File: src/rtl/psram_pkg.sv
package psram_pkg;

    typedef enum logic [2:0] {
        ST_IDLE,
        ST_SETUP,
        ST_READ,
        ST_WRITE,
        ST_WHOLD,
        ST_RECOVER
    } seq_state_e;

    typedef struct packed {
        logic ce_n;
        logic oe_n;
        logic we_n;
        logic drive;
        logic lanes_on;
    } pin_ctl_t;

    localparam pin_ctl_t PINS_QUIET = '{ce_n: 1'b1, oe_n: 1'b1, we_n: 1'b1,
                                        drive: 1'b0, lanes_on: 1'b0};

    function automatic int unsigned cycles_for(input int unsigned ns,
                                               input int unsigned clk_ns);
        return (ns + clk_ns - 1) / clk_ns;
    endfunction

    function automatic int unsigned max_u(input int unsigned a, input int unsigned b);
        return (a > b) ? a : b;
    endfunction

endpackage

File: src/rtl/psram_timer.sv
module psram_timer #(
    parameter int unsigned W = 4
) (
    input  logic         clk,
    input  logic         rst,
    input  logic         load,
    input  logic [W-1:0] load_val,
    output logic         last
);
    logic [W-1:0] cnt_q;

    always_ff @(posedge clk) begin
        if (rst) begin
            cnt_q <= '0;
        end else if (load) begin
            cnt_q <= load_val;
        end else if (cnt_q != '0) begin
            cnt_q <= cnt_q - 1'b1;
        end
    end

    assign last = (cnt_q == '0);
endmodule

File: src/rtl/psram_seq.sv
module psram_seq
    import psram_pkg::*;
(
    input  logic       clk,
    input  logic       rst,
    input  logic       req,
    input  logic       new_null,
    input  logic       cur_wr,
    input  logic       tmr_last,
    output seq_state_e st_q,
    output seq_state_e st_d,
    output logic       accept
);
    always_comb begin
        st_d   = st_q;
        accept = 1'b0;
        case (st_q)
            ST_IDLE: begin
                if (req) begin
                    accept = 1'b1;
                    st_d   = new_null ? ST_RECOVER : ST_SETUP;
                end
            end
            ST_SETUP:   st_d = cur_wr ? ST_WRITE : ST_READ;
            ST_READ:    if (tmr_last) st_d = ST_RECOVER;
            ST_WRITE:   if (tmr_last) st_d = ST_WHOLD;
            ST_WHOLD:   st_d = ST_RECOVER;
            ST_RECOVER: st_d = ST_IDLE;
            default:    st_d = ST_IDLE;
        endcase
    end

    always_ff @(posedge clk) begin
        if (rst) st_q <= ST_IDLE;
        else     st_q <= st_d;
    end
endmodule

File: src/rtl/psram_pin_decode.sv
module psram_pin_decode
    import psram_pkg::*;
(
    input  seq_state_e st,
    input  logic [1:0] be,
    output pin_ctl_t   ctl,
    output logic [1:0] lane_n
);
    always_comb begin
        ctl = PINS_QUIET;
        case (st)
            ST_READ: begin
                ctl.ce_n     = 1'b0;
                ctl.oe_n     = 1'b0;
                ctl.lanes_on = 1'b1;
            end
            ST_WRITE: begin
                ctl.ce_n     = 1'b0;
                ctl.we_n     = 1'b0;
                ctl.drive    = 1'b1;
                ctl.lanes_on = 1'b1;
            end
            ST_WHOLD: begin
                ctl.ce_n     = 1'b0;
                ctl.drive    = 1'b1;
                ctl.lanes_on = 1'b1;
            end
            default: ctl = PINS_QUIET;
        endcase
    end

    for (genvar g = 0; g < 2; g++) begin : g_lane
        assign lane_n[g] = ~(ctl.lanes_on & be[g]);
    end
endmodule

File: src/rtl/psram_ctrl.sv
module psram_ctrl
    import psram_pkg::*;
#(
    parameter int unsigned ADDR_W    = 19,
    parameter int unsigned DATA_W    = 16,
    parameter int unsigned CLK_NS    = 4,
    parameter int unsigned ACCESS_NS = 55,
    parameter int unsigned WPULSE_NS = 45
) (
    input  logic              clk,
    input  logic              rst,
    input  logic              host_req,
    input  logic              host_wr,
    input  logic [ADDR_W-1:0] host_addr,
    input  logic [DATA_W-1:0] host_wdata,
    input  logic [1:0]        host_be,
    output logic              host_ready,
    output logic              host_done,
    output logic [DATA_W-1:0] host_rdata,
    output logic [ADDR_W-1:0] mem_addr,
    output logic              mem_ce_n,
    output logic              mem_oe_n,
    output logic              mem_we_n,
    output logic              mem_ub_n,
    output logic              mem_lb_n,
    output logic [DATA_W-1:0] mem_dq_out,
    input  logic [DATA_W-1:0] mem_dq_in,
    output logic              mem_dq_oe
);
    localparam int unsigned RD_CYC = cycles_for(ACCESS_NS, CLK_NS);
    localparam int unsigned WR_CYC = cycles_for(WPULSE_NS, CLK_NS);
    localparam int unsigned TMR_W  = $clog2(max_u(RD_CYC, WR_CYC)) + 1;
    localparam int unsigned LANE_W = DATA_W / 2;

    typedef struct packed {
        logic              wr;
        logic [ADDR_W-1:0] addr;
        logic [DATA_W-1:0] data;
        logic [1:0]        be;
    } cmd_t;

    cmd_t       cmd_q, cmd_d;
    seq_state_e st_q, st_d;
    logic       accept, tmr_last, tmr_load, capture;
    logic [TMR_W-1:0] tmr_val;
    pin_ctl_t   ctl_d;
    logic [1:0] lane_n_d;
    logic [DATA_W-1:0] rdata_q;
    logic       done_q;

    psram_seq u_seq (
        .clk      (clk),
        .rst      (rst),
        .req      (host_req),
        .new_null (host_be == 2'b00),
        .cur_wr   (cmd_q.wr),
        .tmr_last (tmr_last),
        .st_q     (st_q),
        .st_d     (st_d),
        .accept   (accept)
    );

    assign tmr_load = (st_q == ST_SETUP);
    assign tmr_val  = cmd_q.wr ? TMR_W'(WR_CYC - 1) : TMR_W'(RD_CYC - 1);

    psram_timer #(.W(TMR_W)) u_timer (
        .clk      (clk),
        .rst      (rst),
        .load     (tmr_load),
        .load_val (tmr_val),
        .last     (tmr_last)
    );

    always_comb begin
        cmd_d = cmd_q;
        if (accept) begin
            cmd_d.wr   = host_wr;
            cmd_d.addr = host_addr;
            cmd_d.data = host_wdata;
            cmd_d.be   = host_be;
        end
    end

    always_ff @(posedge clk) begin
        if (rst) cmd_q <= '0;
        else     cmd_q <= cmd_d;
    end

    psram_pin_decode u_dec (
        .st     (st_d),
        .be     (cmd_d.be),
        .ctl    (ctl_d),
        .lane_n (lane_n_d)
    );

    always_ff @(posedge clk) begin
        if (rst) begin
            mem_ce_n  <= 1'b1;
            mem_oe_n  <= 1'b1;
            mem_we_n  <= 1'b1;
            mem_ub_n  <= 1'b1;
            mem_lb_n  <= 1'b1;
            mem_dq_oe <= 1'b0;
            done_q    <= 1'b0;
        end else begin
            mem_ce_n  <= ctl_d.ce_n;
            mem_oe_n  <= ctl_d.oe_n;
            mem_we_n  <= ctl_d.we_n;
            mem_ub_n  <= lane_n_d[1];
            mem_lb_n  <= lane_n_d[0];
            mem_dq_oe <= ctl_d.drive;
            done_q    <= (st_d == ST_RECOVER);
        end
    end

    assign capture = (st_q == ST_READ) && tmr_last;

    for (genvar g = 0; g < 2; g++) begin : g_rlane
        always_ff @(posedge clk) begin
            if (rst) begin
                rdata_q[g*LANE_W +: LANE_W] <= '0;
            end else if (capture) begin
                rdata_q[g*LANE_W +: LANE_W] <= cmd_q.be[g] ? mem_dq_in[g*LANE_W +: LANE_W]
                                                          : '0;
            end
        end
    end

    assign host_ready = (st_q == ST_IDLE);
    assign host_done  = done_q;
    assign host_rdata = rdata_q;
    assign mem_addr   = cmd_q.addr;
    assign mem_dq_out = cmd_q.data;
endmodule

File: config.mk
export PLATFORM = sky130hd
export DESIGN_NAME = psram_ctrl
export DESIGN_NICKNAME = d
export VERILOG_FILES = /design/src/rtl/psram_pkg.sv /design/src/rtl/psram_timer.sv /design/src/rtl/psram_seq.sv /design/src/rtl/psram_pin_decode.sv /design/src/rtl/psram_ctrl.sv
export SDC_FILE = /design/constraint.sdc
export NUM_CORES = 1
export LEC_CHECK = 0
export BUFFER_PORTS_ARGS = -buffer_cell sky130_fd_sc_hd__buf_2
export CAP_MARGIN = 20
export CORE_ASPECT_RATIO = 1.1
export CORE_MARGIN = 5
export CORE_UTILIZATION = 50
export DETAILED_ROUTE_END_ITERATION = 12
export GPL_ROUTABILITY_DRIVEN = 0
export PLACE_DENSITY = 0.84
export SLEW_MARGIN = 20
export SYNTH_ARGS = -nofsm -noshare
export SYNTH_HDL_FRONTEND = slang
export SYNTH_SLANG_ARGS = --single-unit
File: constraint.sdc
create_clock -name clk -period 4.8 [get_ports clk]
set_input_delay 0.48 -clock clk [delete_from_list [all_inputs] [get_ports clk]]
set_output_delay 0.48 -clock clk [all_outputs]
set_load 0.01 [all_outputs]
==> impl_metrics.py, run 1 <==
metrics = {
    "cts": {
        "cts_buffer_depth": 2,
        "clk_pin_slew_ns": 0.08,
        "clock-sinks": 69,
        "cts_htree_levels": 3,
        "cts_setup_buffers": 0,
        "hold_buffers": 0,
        "cts_tree": "done",
        "clkLatencyLatePin_ns": 0.35,
        "cts-root-buf": "clkbuf_8",
        "cts_buffers": 9,
        "cts_resized": 0,
    },
    "grt": {
        "grt_max_degree": 64,
        "grt.total_usage_pct": 18.7,
        "grt_pass1_vias": 2349,
        "antenna_found_initial": 0,
        "globalRouteOverflowTotal": 0,
        "met2_usage_pct": 31.0,
        "grtUsageMet1_pct": 21.1,
        "grt-busiest-layer": "met2",
        "grt_pass1_wl_um": 10300,
        "use_met3_pct": 5.09,
    },
    "route": {
        "drt_iter0_markers": 119,
        "drt_wl_total_um": 6550,
        "drt_pre_antenna_iters": 4,
        "routed_via_density": 4.97,
        "drc_errors": 0,
        "drtAntennaViolNets": 0,
        "routedWlPerCell_um": 13.3,
        "routed-via-count": 2451,
    },
    "timing": {
        "period_minus_slack_ns": 2.32,
        "tns_ns": 0,
        "hold_viol": 0,
        "relSlewSlack_pct": 41.0,
        "finalCritPeriodShare_pct": 48.3,
        "slew_violations": 0,
        "tightest_slew_ns": 0.879,
        "rsz0062_at_grt": "no",
        "fmax_mhz": 431,
        "setup_viol": 0,
        "fin_worst_skew_ns": 0.0136,
    },
    "floorplanning": {
        "dieArea_um2": 7220,
        "core-area_um2": 5430,
        "rows": 28,
        "die_h_um": 88.6,
        "ios": 116,
        "initial_core_util_pct": 51.8,
        "dieWidth_um": 81.5,
    },
    "pwr": {
        "power.leakage_nw": 1.51,
        "power.density_nw_per_um2": 502,
        "ir_drop_mv": 0.328,
    },
    "placed_design": {
        "hpwl_um": 4650,
        "io_buffers": 115,
    },
    "synthesis": {
        "avgSynthCellArea_um2": 8.19,
        "ys_ff_latch": 69,
        "ys_warn_count": 0,
        "ys_seq_area_share_pct": 49.2,
        "synth_nets": 402,
        "syn_inst": 343,
        "synthesis.area_um2": 2810,
        "synth_cell_type_count": 31,
    },
    "setup_path": {
        "setup.worst_path.start_class": "register",
        "cp_slowest_cell": "or4_4",
        "worstPathRequired_ns": 5.03,
        "worstSetupPathType": "reg -> reg",
        "cp-end-kind": "register",
        "worstPathCellList": "inv_1 > ha_1 > or4b_4 > or4_4 > o311a_4 > mux2_4",
        "rr_worst_depth": 6,
        "startpoint": "u_timer.cnt_q[0]",
        "crit_path_end": "mem_dq_oe",
        "crit_family": "simple AND/OR/NAND/NOR gates",
        "r2r-start": "u_timer.cnt_q[0]",
        "cp_max_fo": 17,
        "cp_num_cells": 6,
        "max_stage_delay_ns": 0.58,
        "reg2reg_slack_ns": 2.48,
        "reg2reg_to": "mem_dq_oe",
        "crit_buf_inv": 1,
        "arrival_ns": 2.55,
    },
    "cells_and_area": {
        "nets": 472,
        "drive_above_1_share_pct": 34.0,
        "final_util_pct": 61.8,
        "syn_to_final_growth_pct": 19.4,
        "antennaDiodeCount": 0,
    },
    "run_status": {
        "status": "complete, no violations",
    },
    "run": {
        "drv_cap": 0,
    },
    "min_path": {
        "hold_path.class": "in -> reg",
    },
}
## per-stage QoR
| stage | total power, W | setup slack (ns) | hold slack [ns] | std cells | area, um2 |
|---|---|---|---|---|---|
| 2_1_floorplan | 0.00111 | 2.58 | 0.437 | 343 | 2810 |
| 3_3_place_gp | 0.00117 | 2.56 | 0.435 | 477 | 3140 |
| 3_5_place_dp | 0.00119 | 2.50 | 0.443 | 477 | 3140 |
| 4_1_cts | 0.00170 | 2.48 | 0.347 | 493 | 3360 |
| 5_1_grt | 0.00179 | 2.35 | 0.354 | 493 | 3360 |
| 6_report | 0.00169 | 2.48 | 0.356 | 493 | 3360 |
## power breakdown
| part | internal (W) | switching (W) | leakage [nW] | total, W |
|---|---|---|---|---|
| sequential | 0.000655 | 0.0000646 | 0.564 | 0.000720 |
| combinational | 0.000192 | 0.000265 | 0.832 | 0.000457 |
| clock | 0.000292 | 0.000216 | 0.110 | 0.000509 |
| total | 0.00114 | 0.000546 | 1.51 | 0.00169 |
## state kept, by name, indices dropped and copies added, names as in the netlist
signal         cells
mem_oe_n           1
mem_addr          19
mem_we_n           1
u_seq.st_q         3
cmd_q              3
host_done          1
host_rdata        16
mem_dq_oe          1
mem_ub_n           1
mem_dq_out        16
mem_lb_n           1
u_timer.cnt_q      5
mem_ce_n           1
## kinds of logic (layout without fill, tap and decap cells)
group,Yosys count,in the layout,synth area share [%]
compound gates,66,66,12.5
xor+xnor,2,2,0.623
fa+ha+maj,2,2,0.890
buf+inv,63,138,13.6
flops,69,69,49.2
mux,2,2,0.890
simple gates,139,139,22.4
## worst min-delay path, cell delays in order
cell and delay (ns):
buf_2 0.10, nand2_1 0.04, a21oi_1 0.05
## layer usage
metal	wire length (um)	vias to the layer above
met1	2570	1123
li1	-	1225
met3	511	16
met4	181	0
met5	0	-
met2	3280	87
## worst min path at each step
stage,start,end,slack [ns],cells past startpoint
floorplan,mem_addr[0],mem_addr[0],0.44,2
CTS,host_addr[3],mem_addr[3],0.35,3
global route,host_addr[9],mem_addr[9],0.35,3
global placement,host_rdata[1],host_rdata[1],0.43,2
finish,host_addr[10],mem_addr[10],0.36,3
detailed placement,host_rdata[11],host_rdata[11],0.44,2
## cells in the mapped netlist
cell | number | area (um2)
o21ai_0 | 2 | 10.0
xnor2_1 | 1 | 8.76
nand3_1 | 16 | 80.1
buf_4 | 35 | 263
clkbuf_1 | 21 | 78.8
ha_1 | 2 | 25.0
a21oi_1 | 61 | 305
a31oi_1 | 1 | 6.26
o311a_4 | 1 | 21.3
or4b_2 | 1 | 10.0
dfxtp_1 | 69 | 1380
nor3b_1 | 1 | 7.51
or4b_4 | 1 | 13.8
inv_1 | 4 | 15.0
nor3_1 | 5 | 25.0
nor2_1 | 6 | 22.5
xor2_1 | 1 | 8.76
nand2b_1 | 1 | 6.26
or4_4 | 1 | 11.3
o211ai_1 | 1 | 7.51
or3b_2 | 2 | 17.5
buf_6 | 2 | 22.5
nor4_4 | 1 | 21.3
and2b_1 | 2 | 15.0
mux2i_1 | 1 | 10.0
nor4b_1 | 1 | 8.76
buf_1 | 1 | 3.75
or3_1 | 3 | 18.8
nand2_1 | 97 | 364
mux2_4 | 1 | 15.0
nor4_1 | 1 | 6.26
## cells in the final DEF, fill, tap and decap left out, drive strengths merged, types with 3 or more instances in the layout
master | Yosys | layout
buf | 38 | 118
nand2 | 97 | 97
dfxtp | 69 | 69
a21oi | 61 | 61
nand3 | 16 | 16
clkbuf | 21 | 10
nor2 | 6 | 6
nor3 | 5 | 5
inv | 4 | 4
clkinv | 0 | 4
or3 | 3 | 3
## area by class of cell
class	count	area, um2
well taps	75	93.8
flip-flops and latches	69	1380
inverters	4	15.0
repair buffers	118	598
clock inverters	6	87.6
clock buffers	10	128
fillers	466	2070
multi-input cells	211	1050
Note: power is estimated with default switching activity, not from simulation.
==> inputs of run 2 (changes only) <==
--- a/config.mk
+++ b/config.mk
@@ -9,10 +9,10 @@
 export CAP_MARGIN = 20
 export CORE_ASPECT_RATIO = 1.1
 export CORE_MARGIN = 5
-export CORE_UTILIZATION = 50
+export CORE_UTILIZATION = 48
 export DETAILED_ROUTE_END_ITERATION = 12
 export GPL_ROUTABILITY_DRIVEN = 0
-export PLACE_DENSITY = 0.84
+export PLACE_DENSITY = 0.81
 export SLEW_MARGIN = 20
 export SYNTH_ARGS = -nofsm -noshare
 export SYNTH_HDL_FRONTEND = slang
==> constraint.sdc (replaced) <==
create_clock -name clk -period 2.2 [get_ports clk]
set_input_delay 0.22 -clock clk [delete_from_list [all_inputs] [get_ports clk]]
set_output_delay 0.22 -clock clk [all_outputs]
set_load 0.01 [all_outputs]
==> run 2 against run 1 <==
Compared with the run above: cell count grew 1.8%; non-clock buffer count is 7 higher; global-route usage fell by 1.4 points; worst hold slack got worse by 0.23 ns; die area up 3.7%; critical endpoint unchanged; highest routed layer unchanged.
==> impl_metrics.py, run 2 (synthesis gave the netlist of run 1 again) <==
metrics = {
    "run_status": {
        "status": "complete, no violations",
    },
    "setup_path": {
        "cp_max_fo": 5,
        "cp_slowest_cell": "or4b_4",
        "arrival_ns": 2.25,
        "worstSetupPathType": "reg -> reg",
        "setup.worst_path.start_class": "register",
        "max_stage_delay_ns": 0.46,
        "cp_num_cells": 6,
        "r2r-start": "u_timer.cnt_q[1]",
        "worstPathCellList": "inv_1 > ha_2 > or4b_4 > or4_4 > o311a_4 > mux2_4",
        "rr_worst_depth": 6,
        "reg2reg_to": "mem_dq_oe",
        "crit_buf_inv": 1,
        "cp-end-kind": "register",
        "worstPathRequired_ns": 2.42,
        "reg2reg_slack_ns": 0.17,
        "crit_family": "simple AND/OR/NAND/NOR gates",
    },
    "route": {
        "routed-via-count": 2449,
        "drc_errors": 0,
        "drt_pre_antenna_iters": 4,
        "routedWlPerCell_um": 12.8,
        "routed_via_density": 4.88,
        "drt_wl_total_um": 6430,
        "drtAntennaViolNets": 0,
        "drt_iter0_markers": 132,
    },
    "cells_and_area": {
        "multi_input_comb_area_um2": 1050,
        "register_area_um2": 1380,
        "nets": 479,
        "syn_to_final_growth_pct": 24.4,
        "largest_reg_flops": 19,
        "antennaDiodeCount": 0,
        "fill_cells": 558,
        "layout_common_cells": "buf_2, nand2_1, dfxtp_1, a21oi_1, nand3_1",
        "mostFrequentLayoutCell": "buf_2",
        "drive_above_1_share_pct": 36.0,
    },
    "pwr": {
        "ir_drop_mv": 0.735,
        "power.density_nw_per_um2": 1170,
        "finalPower_w": 0.00409,
        "power.leakage_nw": 1.57,
    },
    "cts": {
        "cts_buffers": 9,
        "cts_setup_buffers": 0,
        "cts_tree": "done",
        "cts_buffer_depth": 2,
        "clk_pin_slew_ns": 0.08,
        "clock-sinks": 69,
        "cts_resized": 0,
        "hold_buffers": 0,
        "cts-root-buf": "clkbuf_8",
        "clkLatencyLatePin_ns": 0.33,
        "cts_htree_levels": 3,
    },
    "timing": {
        "slew_violations": 0,
        "hold_viol": 0,
        "finalCritPeriodShare_pct": 92.3,
        "tightest_slew_ns": 0.563,
        "fin_worst_skew_ns": 0.00951,
        "setup_viol": 0,
        "rsz0062_at_grt": "no",
        "period_minus_slack_ns": 2.03,
        "fmax_mhz": 493,
        "worst_slack_ns": 0.170,
        "relSlewSlack_pct": 62.1,
    },
    "placed_design": {
        "io_buffers": 115,
        "place_ws_ns": 0.174,
        "hpwl_um": 4720,
    },
    "floorplanning": {
        "die_h_um": 90.3,
        "initial_core_util_pct": 49.0,
        "rows": 29,
        "ios": 116,
        "core-area_um2": 5730,
        "dieArea_um2": 7490,
        "dieWidth_um": 83.0,
    },
    "min_path": {
        "holdPathEnd": "mem_addr[4]",
        "hold_path.class": "in -> reg",
        "hp-start": "host_addr[4]",
        "min_path_cells": 3,
    },
    "grt": {
        "grt_pass1_vias": 2353,
        "grt_max_degree": 36,
        "globalRouteOverflowTotal": 0,
        "grt.total_usage_pct": 17.3,
        "grt_pass1_wl_um": 10600,
        "antenna_found_initial": 0,
    },
    "run": {
        "drv_cap": 0,
    },
}
run 2: routing by layer:
layer	up-vias	share of wire, %	global-route usage [%]
met5	-	0	0
met4	0	1.8	8.72
met3	8	6.4	5.20
met2	84	49	29.3
met1	1117	42	19.5
li1	1240	-	-
run 2: tightest hold or removal path, stage by stage:
cell	delay, ns
buf_2	0.09
nand2_1	0.04
a21oi_1	0.05
run 2: final cells by class:
| cell class | count | share of cell area, % |
|---|---|---|
| flip-flops and latches | 69 | 39.6 |
| multi-input cells | 211 | 30.2 |
| repair buffers | 125 | 18.6 |
| clock inverters | 6 | 4.51 |
| clock buffers | 10 | 3.94 |
| well taps | 77 | 2.76 |
| inverters | 4 | 0.430 |
run 2: power breakdown:
part | switching [W] | internal [W] | leakage [nW]
registers | 0.000142 | 0.00143 | 0.564
clock network | 0.000461 | 0.00101 | 0.143
logic | 0.000581 | 0.000462 | 0.863
total | 0.00118 | 0.00291 | 1.57
run 2: how the worst max path moves through the flow:
stage	slack, ns	end	from
floorplan	-0.01	mem_dq_oe	u_timer.cnt_q[1]
global placement	0.21	mem_dq_oe	u_timer.cnt_q[1]
detailed placement	0.17	mem_dq_oe	u_timer.cnt_q[1]
CTS	0.17	mem_dq_oe	u_timer.cnt_q[1]
global route	0.07	mem_dq_oe	u_timer.cnt_q[1]
finish	0.17	mem_dq_oe	u_timer.cnt_q[1]
run 2: stage by stage:
step	TNS, ns	hold slack (ns)	instance area [um2]	instances	util [%]
CTS	0	0.103	3490	502	61.0
floorplan	-0.0142	0.356	2810	343	-
global placement	0	0.434	3200	486	55.8
global route	0	0.0923	3490	502	61.0
detailed placement	0	0.442	3200	486	55.8
finish	0	0.121	3490	502	61.0
==> inputs of run 3 (changes only) <==
--- a/config.mk
+++ b/config.mk
@@ -5,6 +5,7 @@
 export SDC_FILE = /design/constraint.sdc
 export NUM_CORES = 1
 export LEC_CHECK = 0
+export ABC_AREA = 1
 export BUFFER_PORTS_ARGS = -buffer_cell sky130_fd_sc_hd__buf_2
 export CAP_MARGIN = 20
 export CORE_ASPECT_RATIO = 1.1
@@ -12,7 +13,7 @@
 export CORE_UTILIZATION = 48
 export DETAILED_ROUTE_END_ITERATION = 12
 export GPL_ROUTABILITY_DRIVEN = 0
-export PLACE_DENSITY = 0.81
+export PLACE_DENSITY = 0.8
 export SLEW_MARGIN = 20
 export SYNTH_ARGS = -nofsm -noshare
 export SYNTH_HDL_FRONTEND = slang
==> run 3 against run 2 <==
Compared with the run above: sequential share of layout area rose by 0.42 points; synthesized cell count grew 5.5%; via count increased by 1.6%; combinational power increased by 13%; core utilization decreased by 4.1 points; wire length rose by 2.8%; count of clock-buffer cells in the layout up 1; maximum frequency rose by 20%; non-clock buffer count down 7; sequential power increased by 3%; largest cell class unchanged; highest routed layer unchanged.
==> impl_metrics.py, run 3 <==
metrics = {
    "synthesis": {
        "synth-edff-count": 0,
        "synth.top_cell.area_share_pct": 46.8,
        "synth_area_leaders": "dfxtp_1, nand2_1, buf_4",
        "ys_warn_count": 0,
        "synth_simple_gate_area_share_pct": 24.1,
        "synthMuxAreaShare_pct": 0,
        "yosysTopAreaCell": "dfxtp_1",
        "synth_fa_ha_area_share_pct": 0.848,
        "synth_xor_area_share_pct": 0.594,
        "synth_nets": 421,
        "netlist_top_cells_count": "nand2_1, dfxtp_1, a21oi_1, buf_4, inv_1",
        "ys_seq_area_share_pct": 46.8,
        "synth_top_family_by_area": "simple AND/OR/NAND/NOR gates",
        "avgSynthCellArea_um2": 8.15,
        "synth_ff_type": "dfxtp_1",
        "yosysMostFrequentCell": "nand2_1",
        "synthesis.area_um2": 2950,
        "synth_compound_area_share_pct": 12.0,
        "synth_cell_type_count": 33,
        "syn_inst": 362,
        "async_flop_share_pct": 0,
        "ys_ff_latch": 69,
    },
    "setup_path": {
        "crit_buf_inv": 3,
        "crit_family": "buffers and inverters",
        "worstPathCellList": "inv_2 > nand3_2 > clkinv_2 > buf_4 > nand2_1 > a21oi_1",
        "cp_num_cells": 6,
        "worstSetupPathType": "reg -> reg",
        "cp_max_fo": 26,
        "arrival_ns": 1.88,
        "r2r-start": "u_seq.st_q[2]",
        "rr_worst_depth": 6,
        "reg2reg_slack_ns": 0.50,
        "worstPathRequired_ns": 2.38,
        "startpoint": "u_seq.st_q[2]",
        "max_stage_delay_ns": 0.42,
        "setup.worst_path.start_class": "register",
        "cp_slowest_cell": "dfxtp_1",
        "cp-end-kind": "register",
    },
    "route": {
        "drt_pre_antenna_iters": 4,
        "routed_via_density": 4.76,
        "drt_iter0_markers": 159,
        "routedWlPerCell_um": 12.6,
        "routed-via-count": 2487,
        "drt_wl_total_um": 6610,
        "drc_errors": 0,
        "drtAntennaViolNets": 0,
    },
    "pwr": {
        "p_int_w": 0.00244,
        "p_sw_w": 0.00134,
        "pwr-share-seq_pct": 42.7,
        "power.leakage_nw": 1.61,
        "comb_power_share_pct": 31.2,
        "ir_drop_mv": 0.584,
        "swShare_pct": 35.5,
        "p_clk_share_pct": 26.1,
        "power.density_nw_per_um2": 1100,
    },
    "timing": {
        "slew_violations": 0,
        "finalCritPeriodShare_pct": 77.2,
        "tns_ns": 0,
        "relSlewSlack_pct": 55.1,
        "tightest_slew_ns": 0.674,
        "fmax_mhz": 589,
        "worst_slack_ns": 0.501,
        "setup_viol": 0,
        "period_minus_slack_ns": 1.70,
        "rsz0062_at_grt": "no",
        "hold_viol": 0,
        "fin_worst_skew_ns": 0.00758,
    },
    "cts": {
        "hold_buffers": 0,
        "cts_tree": "done",
        "clkLatencyLatePin_ns": 0.33,
        "clk_pin_slew_ns": 0.07,
        "cts_buffer_depth": 2,
        "cts_resized": 0,
        "cts_setup_buffers": 0,
        "clock-sinks": 69,
        "cts-root-buf": "clkbuf_8",
        "cts_htree_levels": 3,
        "cts_buffers": 9,
    },
    "cells_and_area": {
        "largest_reg_flops": 19,
        "fill_cells": 575,
        "layout_common_cells": "buf_2, nand2_1, dfxtp_1, a21oi_1, inv_1",
        "syn_to_final_growth_pct": 17.1,
        "drive_above_1_share_pct": 36.8,
        "register_area_um2": 1380,
        "antennaDiodeCount": 0,
        "mostFrequentLayoutCell": "buf_2",
        "multi_input_comb_area_um2": 1110,
        "nets": 497,
        "fin_cells": 523,
    },
    "min_path": {
        "hp-start": "host_wdata[13]",
        "hold_path.class": "in -> reg",
        "min_path_cells": 3,
    },
    "placed_design": {
        "place_ws_ns": 0.518,
        "dp_cells": 507,
        "hpwl_um": 4900,
        "io_buffers": 115,
    },
    "floorplanning": {
        "core-area_um2": 6080,
        "dieWidth_um": 84.8,
        "ios": 116,
        "die_h_um": 92.2,
        "dieArea_um2": 7820,
        "initial_core_util_pct": 48.5,
        "rows": 30,
    },
    "grt": {
        "globalRouteOverflowTotal": 0,
        "antenna_found_initial": 0,
        "grt_pass1_wl_um": 10800,
        "grt.total_usage_pct": 16.9,
        "grt_pass1_vias": 2362,
        "grt_max_degree": 38,
    },
    "run": {
        "drv_cap": 0,
    },
    "run_status": {
        "status": "complete, no violations",
    },
}
-- run 3: through the flow --
stage                     total power [W]  util [%]  cell area, um2  hold WS [ns]
final                             0.00379      56.8            3450         0.133
after global routing              0.00407      56.8            3450         0.125
after CTS                         0.00382      56.8            3450         0.123
after detailed placement          0.00282      53.7            3260         0.455
after global placement            0.00279      53.7            3260         0.448
after floorplan                   0.00264         -            2950         0.363
-- run 3: layout make-up --
class | instances | area share, %
tap | 80 | 2.90
sequential | 69 | 40.0
inverter | 18 | 2.14
multi-input combinational | 222 | 32.1
clock buffer | 11 | 4.09
clock inverter | 5 | 1.45
timing repair buffer | 118 | 17.3
-- run 3: worst min-delay path, stage by stage --
cell and delay, ns:
buf_2 0.09, nand2_1 0.05, a21oi_1 0.05
-- run 3: worst paths after layout --
check                   end
min reg2reg   host_rdata[2]
max          mem_dq_out[12]
min          mem_dq_out[13]
max reg2reg  mem_dq_out[12]
-- run 3: cell families after synthesis --
logic type / Yosys count
adders and majority gates: 2
buffers and inverters: 71
and+or+nand+nor: 156
xor gates and xnor gates: 2
AOI/OAI and AO/OA: 62
DFF: 69
-- run 3: power by group through the flow --
stage / Combinational [W] / Clock [W] / Sequential, W
2_1_floorplan: 0.00103 / 0 / 0.00161
3_3_place_gp: 0.00116 / 0 / 0.00163
3_5_place_dp: 0.00119 / 0 / 0.00164
4_1_cts: 0.00119 / 0.00102 / 0.00161
5_1_grt: 0.00134 / 0.00108 / 0.00164
6_report: 0.00118 / 0.000990 / 0.00162
-- run 3: layer usage --
| layer | wire length, um | part of all wire (%) | vias to the layer above | track usage, % |
|---|---|---|---|---|
| li1 | - | - | 1280 | - |
| met1 | 2760 | 42 | 1125 | 20.0 |
| met2 | 3300 | 50 | 72 | 29.2 |
| met3 | 445 | 6.7 | 10 | 4.85 |
| met4 | 104 | 1.6 | 0 | 5.80 |
| met5 | 0 | 0 | - | 0 |
